### config.mk
export PLATFORM = sky130hd
export DESIGN_NAME = pix_cfg_chain
export DESIGN_NICKNAME = d
export VERILOG_FILES = /design/src/rtl/pcc_pkg.sv /design/src/rtl/pcc_shift_chain.sv /design/src/rtl/pcc_serpentine_map.sv /design/src/rtl/pcc_shadow_reg.sv /design/src/rtl/pix_cfg_chain.sv
export SDC_FILE = /design/constraint.sdc
export NUM_CORES = 2
export LEC_CHECK = 0
export BUFFER_PORTS_ARGS = -buffer_cell sky130_fd_sc_hd__buf_2
export CAP_MARGIN = 5
export CORE_AREA = 2 2 446 448
export CTS_CLUSTER_DIAMETER = 80
export DETAILED_ROUTE_END_ITERATION = 7
export DIE_AREA = 0 0 448 450
export SLEW_MARGIN = 15
export SYNTH_ARGS = -nofsm -noshare
export SYNTH_HDL_FRONTEND = slang
export SYNTH_SLANG_ARGS = --single-unit
### constraint.sdc
create_clock -name clk_i -period 1.4 [get_ports clk_i]
set_input_delay 0.28 -clock clk_i [delete_from_list [all_inputs] [get_ports clk_i]]
set_output_delay 0.28 -clock clk_i [all_outputs]
set_load 0.01 [all_outputs]
### src/rtl/pcc_pkg.sv
package pcc_pkg;
  typedef enum logic [1:0] {
    SEL_MASK = 2'd0,
    SEL_INJ  = 2'd1,
    SEL_DAC  = 2'd2,
    SEL_NONE = 2'd3
  } chain_sel_e;
endpackage

### src/rtl/pcc_shift_chain.sv
module pcc_shift_chain #(
  parameter int LEN = 512
) (
  input  logic           clk_i,
  input  logic           rst_ni,
  input  logic           en_i,
  input  logic           recirc_i,
  input  logic           sdi_i,
  output logic [LEN-1:0] q_o
);
  logic head_d;
  assign head_d = recirc_i ? q_o[LEN-1] : sdi_i;

  always_ff @(posedge clk_i or negedge rst_ni) begin
    if (!rst_ni)   q_o <= '0;
    else if (en_i) q_o <= {q_o[LEN-2:0], head_d};
  end
endmodule

### src/rtl/pcc_serpentine_map.sv
module pcc_serpentine_map #(
  parameter int N_COLS = 16,
  parameter int N_ROWS = 32,
  localparam int NPIX  = N_COLS * N_ROWS
) (
  input  logic [NPIX-1:0] chain_i,
  output logic [NPIX-1:0] pix_o
);
  // even columns run up, odd columns run down
  for (genvar c = 0; c < N_COLS; c++) begin : g_col
    for (genvar r = 0; r < N_ROWS; r++) begin : g_row
      localparam int K = c * N_ROWS + (((c % 2) == 1) ? (N_ROWS - 1 - r) : r);
      assign pix_o[c*N_ROWS + r] = chain_i[K];
    end
  end
endmodule

### src/rtl/pcc_shadow_reg.sv
module pcc_shadow_reg #(
  parameter int W = 8
) (
  input  logic         clk_i,
  input  logic         rst_ni,
  input  logic         load_i,
  input  logic [W-1:0] d_i,
  output logic [W-1:0] q_o
);
  always_ff @(posedge clk_i or negedge rst_ni) begin
    if (!rst_ni)     q_o <= '0;
    else if (load_i) q_o <= d_i;
  end
endmodule

### src/rtl/pix_cfg_chain.sv
module pix_cfg_chain #(
  parameter int N_COLS    = 16,
  parameter int N_ROWS    = 32,
  parameter int N_DAC     = 14,
  parameter int DAC_W     = 8,
  localparam int NPIX     = N_COLS * N_ROWS,
  localparam int DAC_BITS = N_DAC * DAC_W
) (
  input  logic                clk_i,
  input  logic                rst_ni,
  input  logic [1:0]          sel_i,
  input  logic                shift_i,
  input  logic                recirc_i,
  input  logic                sdi_i,
  input  logic                load_i,
  output logic                sdo_o,
  output logic [NPIX-1:0]     mask_o,
  output logic [NPIX-1:0]     inj_o,
  output logic [DAC_BITS-1:0] dac_o
);
  import pcc_pkg::*;

  chain_sel_e sel;
  assign sel = chain_sel_e'(sel_i);

  logic en_mask, en_inj, en_dac;
  assign en_mask = shift_i && (sel == SEL_MASK);
  assign en_inj  = shift_i && (sel == SEL_INJ);
  assign en_dac  = shift_i && (sel == SEL_DAC);

  logic [NPIX-1:0]     mask_q, inj_q, mask_pix, inj_pix;
  logic [DAC_BITS-1:0] dac_q;

  pcc_shift_chain #(.LEN(NPIX)) u_mask_chain (
    .clk_i(clk_i), .rst_ni(rst_ni), .en_i(en_mask),
    .recirc_i(recirc_i), .sdi_i(sdi_i), .q_o(mask_q)
  );
  pcc_shift_chain #(.LEN(NPIX)) u_inj_chain (
    .clk_i(clk_i), .rst_ni(rst_ni), .en_i(en_inj),
    .recirc_i(recirc_i), .sdi_i(sdi_i), .q_o(inj_q)
  );
  pcc_shift_chain #(.LEN(DAC_BITS)) u_dac_chain (
    .clk_i(clk_i), .rst_ni(rst_ni), .en_i(en_dac),
    .recirc_i(recirc_i), .sdi_i(sdi_i), .q_o(dac_q)
  );

  pcc_serpentine_map #(.N_COLS(N_COLS), .N_ROWS(N_ROWS)) u_mask_map (
    .chain_i(mask_q), .pix_o(mask_pix)
  );
  pcc_serpentine_map #(.N_COLS(N_COLS), .N_ROWS(N_ROWS)) u_inj_map (
    .chain_i(inj_q), .pix_o(inj_pix)
  );

  pcc_shadow_reg #(.W(NPIX)) u_mask_shadow (
    .clk_i(clk_i), .rst_ni(rst_ni), .load_i(load_i), .d_i(mask_pix), .q_o(mask_o)
  );
  pcc_shadow_reg #(.W(NPIX)) u_inj_shadow (
    .clk_i(clk_i), .rst_ni(rst_ni), .load_i(load_i), .d_i(inj_pix), .q_o(inj_o)
  );
  pcc_shadow_reg #(.W(DAC_BITS)) u_dac_shadow (
    .clk_i(clk_i), .rst_ni(rst_ni), .load_i(load_i), .d_i(dac_q), .q_o(dac_o)
  );

  always_comb begin
    unique case (sel)
      SEL_MASK: sdo_o = mask_q[NPIX-1];
      SEL_INJ:  sdo_o = inj_q[NPIX-1];
      SEL_DAC:  sdo_o = dac_q[DAC_BITS-1];
      default:  sdo_o = 1'b0;
    endcase
  end
endmodule

# ---- After elaboration in Yosys (flattened, before gate mapping)
# Cells that the tools add are included.
dict set report classes {
  mux 4
  n_reduce_logical 4
  n_eq_ne 2
}
# cell n
set op_table {}
lappend op_table {{logical AND 1 bit} 3}
lappend op_table {{two-way mux 1 bit} 3}
lappend op_table {{case mux 1 bit (3 select lines)} 1}
lappend op_table {{equality test 2 x 1 -> 1 bit, second input constant} 1}
lappend op_table {{equality test 2 bit, second input constant} 1}
lappend op_table {{logical NOT 2 bit} 1}
dict set report totals {
  register_bits 2272
  out_inout_bits 1137
  input_bits 8
}

# ---- Depth between registers and ports, before layout
dict set report logic_depth {
  depth_word 2
  mapped_depth 5
  depth_no_buf 2
}

# ---- Hierarchy
# Synthesis repeated with hierarchy kept, for this count alone.
dict set report hier_totals {
  cells_unflattened 5833
  area_unflattened_um2 93211.9
}
# mod area_per_inst_um2 cells_each seq_area_each_um2 instances
set modules_own_cells {}
lappend modules_own_cells {{pcc_shadow_reg at u_inj_shadow ...} 19220.9 1081 12812.3 2}
lappend modules_own_cells {{pcc_shift_chain at u_inj_chain ...} 19202.2 1083 12812.3 2}
lappend modules_own_cells {pcc_serpentine_map 3843.7 512 0.0 2}
lappend modules_own_cells {{pcc_shift_chain at u_dac_chain} 4451.8 239 2802.7 1}
lappend modules_own_cells {{pcc_shadow_reg at u_dac_shadow} 4176.5 236 2802.7 1}
lappend modules_own_cells {pix_cfg_chain 50.0 6 0.0 1}

# ---- Worst setup path after synthesis
# OpenSTA, ideal clock, no wires.
dict set report synth_timing {
  path_kind {input to register}
  from {in sel_i[1]}
  to {reg u_mask_chain.q_o[100]}
  stages 5
  setup_time_ns 0.125
  setup_slack_ns -0.010
  arrival_ns 1.285
  path_buffers 3
  cell_sequence {nor3b_2 > buf_6 > buf_6 > buf_12 > mux2_2}
}
dict set report synth_between {
  elab_chain_cells 2
}
# element line_no
set synth_lines {}
lappend synth_lines {{start: declaration} pix_cfg_chain.sv:11} ;# input logic [1:0] sel_i,
lappend synth_lines {{logical NOT 2 bit} pix_cfg_chain.sv:27} ;# assign en_mask = shift_i && (sel == SEL_MASK);
lappend synth_lines {{logical AND 1 bit} pix_cfg_chain.sv:27}
lappend synth_lines {{end signal: assignment} pcc_shift_chain.sv:16} ;# else if (en_i) q_o <= {q_o[LEN-2:0], head_d};
lappend synth_lines {{end: declaration} pcc_shift_chain.sv:9} ;# output logic [LEN-1:0] q_o
# No other way between the ends.
# A chain may end at the register's enable or synchronous reset.

# ---- Worst setup path after layout
dict set report layout_timing {
  from {reg u_mask_chain.q_o[511]}
  to {out sdo_o}
}
dict set report layout_between {
  elab_chain_cells 1
}
# element line_no
set layout_lines {}
lappend layout_lines {{case mux 1 bit (3 select lines)} pix_cfg_chain.sv:65} ;# unique case (sel)
lappend layout_lines {{end: declaration} pix_cfg_chain.sv:16} ;# output logic sdo_o,
# No other way between the ends.

==> load_flow_metrics.sql <==
INSERT INTO impl_metrics (metric_group, metric, value, unit) VALUES
('synth', 'synthTopCellsByArea', 'dfrtp_1 (67%), mux2_2 (30%), buf_12 (0.94%), buf_6 (0.89%), buf_2 (0.80%)', ''),
('floorplanning', 'fp.coreArea', '0.197', 'mm^2'),
('placement', 'placed_cell_area', '0.0953', 'mm^2'),
('run_status', 'outcome', 'finished with violations', ''),
('critical_path', 'worstPathArrival', '1.74', 'ns'),
('critical_path', 'worstPathCellList', 'mux2i_1 > o21ai_2 > buf_6', ''),
('power', 'p_per_area', '1240', 'mW/mm^2'),
('power', 'p_leak', '59.2', 'nW'),
('critical_path', 'setup.reg_to_reg.worst_slack', '0.11', 'ns'),
('cts', 'cts.path.max_buffers', '3', ''),
('cts', 'numClockSinks', '2272', ''),
('drt', 'routed_via_density', '4.92', ''),
('run_status', 'violations', 'setup timing', ''),
('floorplanning', 'die-area', '0.202', 'mm^2'),
('timing', 'layout_worst_path_cycle_share', '144', '%'),
('cts', 'worstSkewPairLatency', '0.86', 'ns'),
('synth', 'muxShareOfSynthArea', '30.2', '%'),
('layout', 'multi_input_area', '0.0257', 'mm^2'),
('synth', 'synth_simple_gate_area_share', '0.0413', '%'),
('drt', 'wl', '218000', 'um'),
('cts', 'clk_pin_slew', '0.06', 'ns'),
('drt', 'postRouteAntennaNets', '0', ''),
('drt', 'met2_routed_length', '110000', 'um'),
('floorplanning', 'height_of_the_die', '450', 'um'),
('synth', 'netlist_area_pre_place', '0.0848', 'mm^2'),
('synth', 'ys_seq_elements', '2272', ''),
('floorplanning', 'initial_utilization', '43.1', '%'),
('synth', 'synth-compound-area-share', '0.00590', '%'),
('flow_run', 'timing.max_cap.violations', '0', ''),
('cts', 'clock-root-buffer', 'clkbuf_16', ''),
('drt', 'wl_met1', '84000', 'um'),
('drt', 'detail_route.drc_violations', '0', ''),
('layout', 'final_layout_size_suffix_gt1_share', '66.1', '%'),
('global_route', 'gr-total-overflow', '0', ''),
('critical_path', 'endpoint_kind', 'output port', ''),
('layout', 'area_delta_synth_final', '30.6', '%'),
('placement', 'routabilityCongestion', '0.848', ''),
('critical_path', 'cp_top_family', 'flip-flops', ''),
('power', 'post-layout-total-power', '0.138', 'W'),
('cts', 'number_of_buffers_added_by_the_clock_tree_synthesis_step', '231', ''),
('placement', 'port-buffer-count', '1144', ''),
('drt', 'vias', '46371', ''),
('synth', 'netlist.area_leader.share', '67.0', '%'),
('timing', 'final_critical_period', '2.02', 'ns'),
('synth', 'syn_inst', '4805', ''),
('timing', 'worstMarginPinSlew', '0.634', 'ns'),
('synth', 'synth_cell_type_count', '10', ''),
('timing', 'setup_viol', '1137', ''),
('drt', 'first_iter_violations', '2051', ''),
('synth', 'synth_top_area_cell', 'dfrtp_1', ''),
('timing', 'timing.final.ws_setup', '-0.621', 'ns'),
('synth', 'synth_fa_ha_area_share', '0', '%'),
('placement', 'post-dp-hpwl', '162000', 'um'),
('timing', 'timing.final.hold_violations', '0', ''),
('synth', 'ys_seq_area_share', '67.0', '%'),
('synth', 'synth_top_family_by_area', 'multiplexers', ''),
('power', 'ir_worst_vdd', '0.000980', 'V'),
('critical_path', 'worst_path_class_setup', 'flip-flop to output port', ''),
('synth', 'mappedNetlistNets', '4813', ''),
('cts', 'cts_max_level', '4', ''),
('layout', 'most_frequent_standard_cell_in_the_layout_excluding_fill_and_tap_cells', 'mux2_2', ''),
('global_route', 'antenna_found_initial', '3', ''),
('timing', 'finClkSkew', '0.0439', 'ns'),
('critical_path', 'worst_setup_path_start_kind', 'flip-flop', ''),
('floorplanning', 'io_pins', '1145', ''),
('layout', 'num-nets-final', '6585', ''),
('timing', 'max_fclk', '495', 'MHz'),
('floorplanning', 'core.rowCount', '163', ''),
('layout', 'design_area', '0.111', 'mm^2'),
('critical_path', 'wp_buf_inv', '1', ''),
('global_route', 'grt_pass1_vias', '48995', '');
[layout make-up]
type	count	share of cell area, %
tap	2640	2.98
clock inverter	92	1.17
timing repair buffer	1791	15.0
sequential	2272	51.4
clock buffer	346	6.26
antenna	1	0.00226
multi-input combinational	2281	23.2
[sequential cells by signal, indices dropped and copies added (netlist names)]
register,count
u_mask_chain.q_o,512
u_inj_chain.q_o,512
u_inj_shadow.q_o,512
u_dac_shadow.q_o,112
u_dac_chain.q_o,112
u_mask_shadow.q_o,512
[worst register-to-register path, stage by stage (launching register included)]
cell and delay (ns):
dfrtp_2 0.47, buf_4 0.19, mux2_2 0.27, mux2_2 0.26
[cells by family (layout without fill, tap and decap cells)]
group	Yosys count	in the layout
buffers and inverters	252	2229
AOI/OAI and AO/OA	1	1
and+or+nand+nor	4	4
DFF	2272	2272
other	0	1
muxes	2276	2276
[per-layer routing]
| layer | global-route usage [%] | vias up |
|---|---|---|
| li1 | - | 20627 |
| met1 | 25.3 | 24415 |
| met2 | 36.6 | 955 |
| met3 | 5.96 | 372 |
| met4 | 9.69 | 2 |
| met5 | 0 | - |
[power breakdown]
group          switching [W]  internal [W]  total [W]  leakage, nW
logic                0.00328       0.00262    0.00589         23.4
clock network         0.0265        0.0386     0.0651         4.07
registers           0.000455        0.0662     0.0666         31.7
[path summary, 6_finish.rpt]
path,startpoint,endpoint,depth (start not counted)
worst max-delay path,u_mask_chain.q_o[511],sdo_o,3
min in group asynchronous,rst_ni,u_inj_chain.q_o[61],3
worst min-delay path,sel_i[1],u_mask_chain.q_o[57],4
max in group asynchronous,rst_ni,u_inj_chain.q_o[78],3
worst min register to register,u_mask_chain.q_o[58],u_mask_shadow.q_o[37],1
worst max register to register,u_mask_chain.q_o[511],u_mask_chain.q_o[0],3
[per-stage QoR]
step | instances | hold slack [ns] | setup TNS [ns] | util, %
final | 9423 | 0.0632 | -303.98 | 56.3
after global routing | 9423 | 0.0525 | -394.55 | 56.3
after CTS | 9294 | 0.00995 | -397.15 | 55.6
after detailed placement | 8633 | 0.149 | -477.96 | 48.5
after global placement | 8633 | 0.154 | -481.94 | 48.5
after floorplan | 4805 | -0.0156 | -3.98 | -
[Yosys cell counts, drive strengths merged]
library cell and instances:
buf 252, dfrtp 2272, mux2 2275, mux2i 1, nand3b 3, nor3b 1
o21ai 1
[what timing repair did]
item                                    4_1_cts  5_1_grt
endpoints found under the hold margin      2068        0
hold buffers                                  5        0
gates resized for setup                    1217       76
endpoints found under the setup margin     1138     1137
buffers inserted                            219      128
Power figures use the tool's default switching activity.
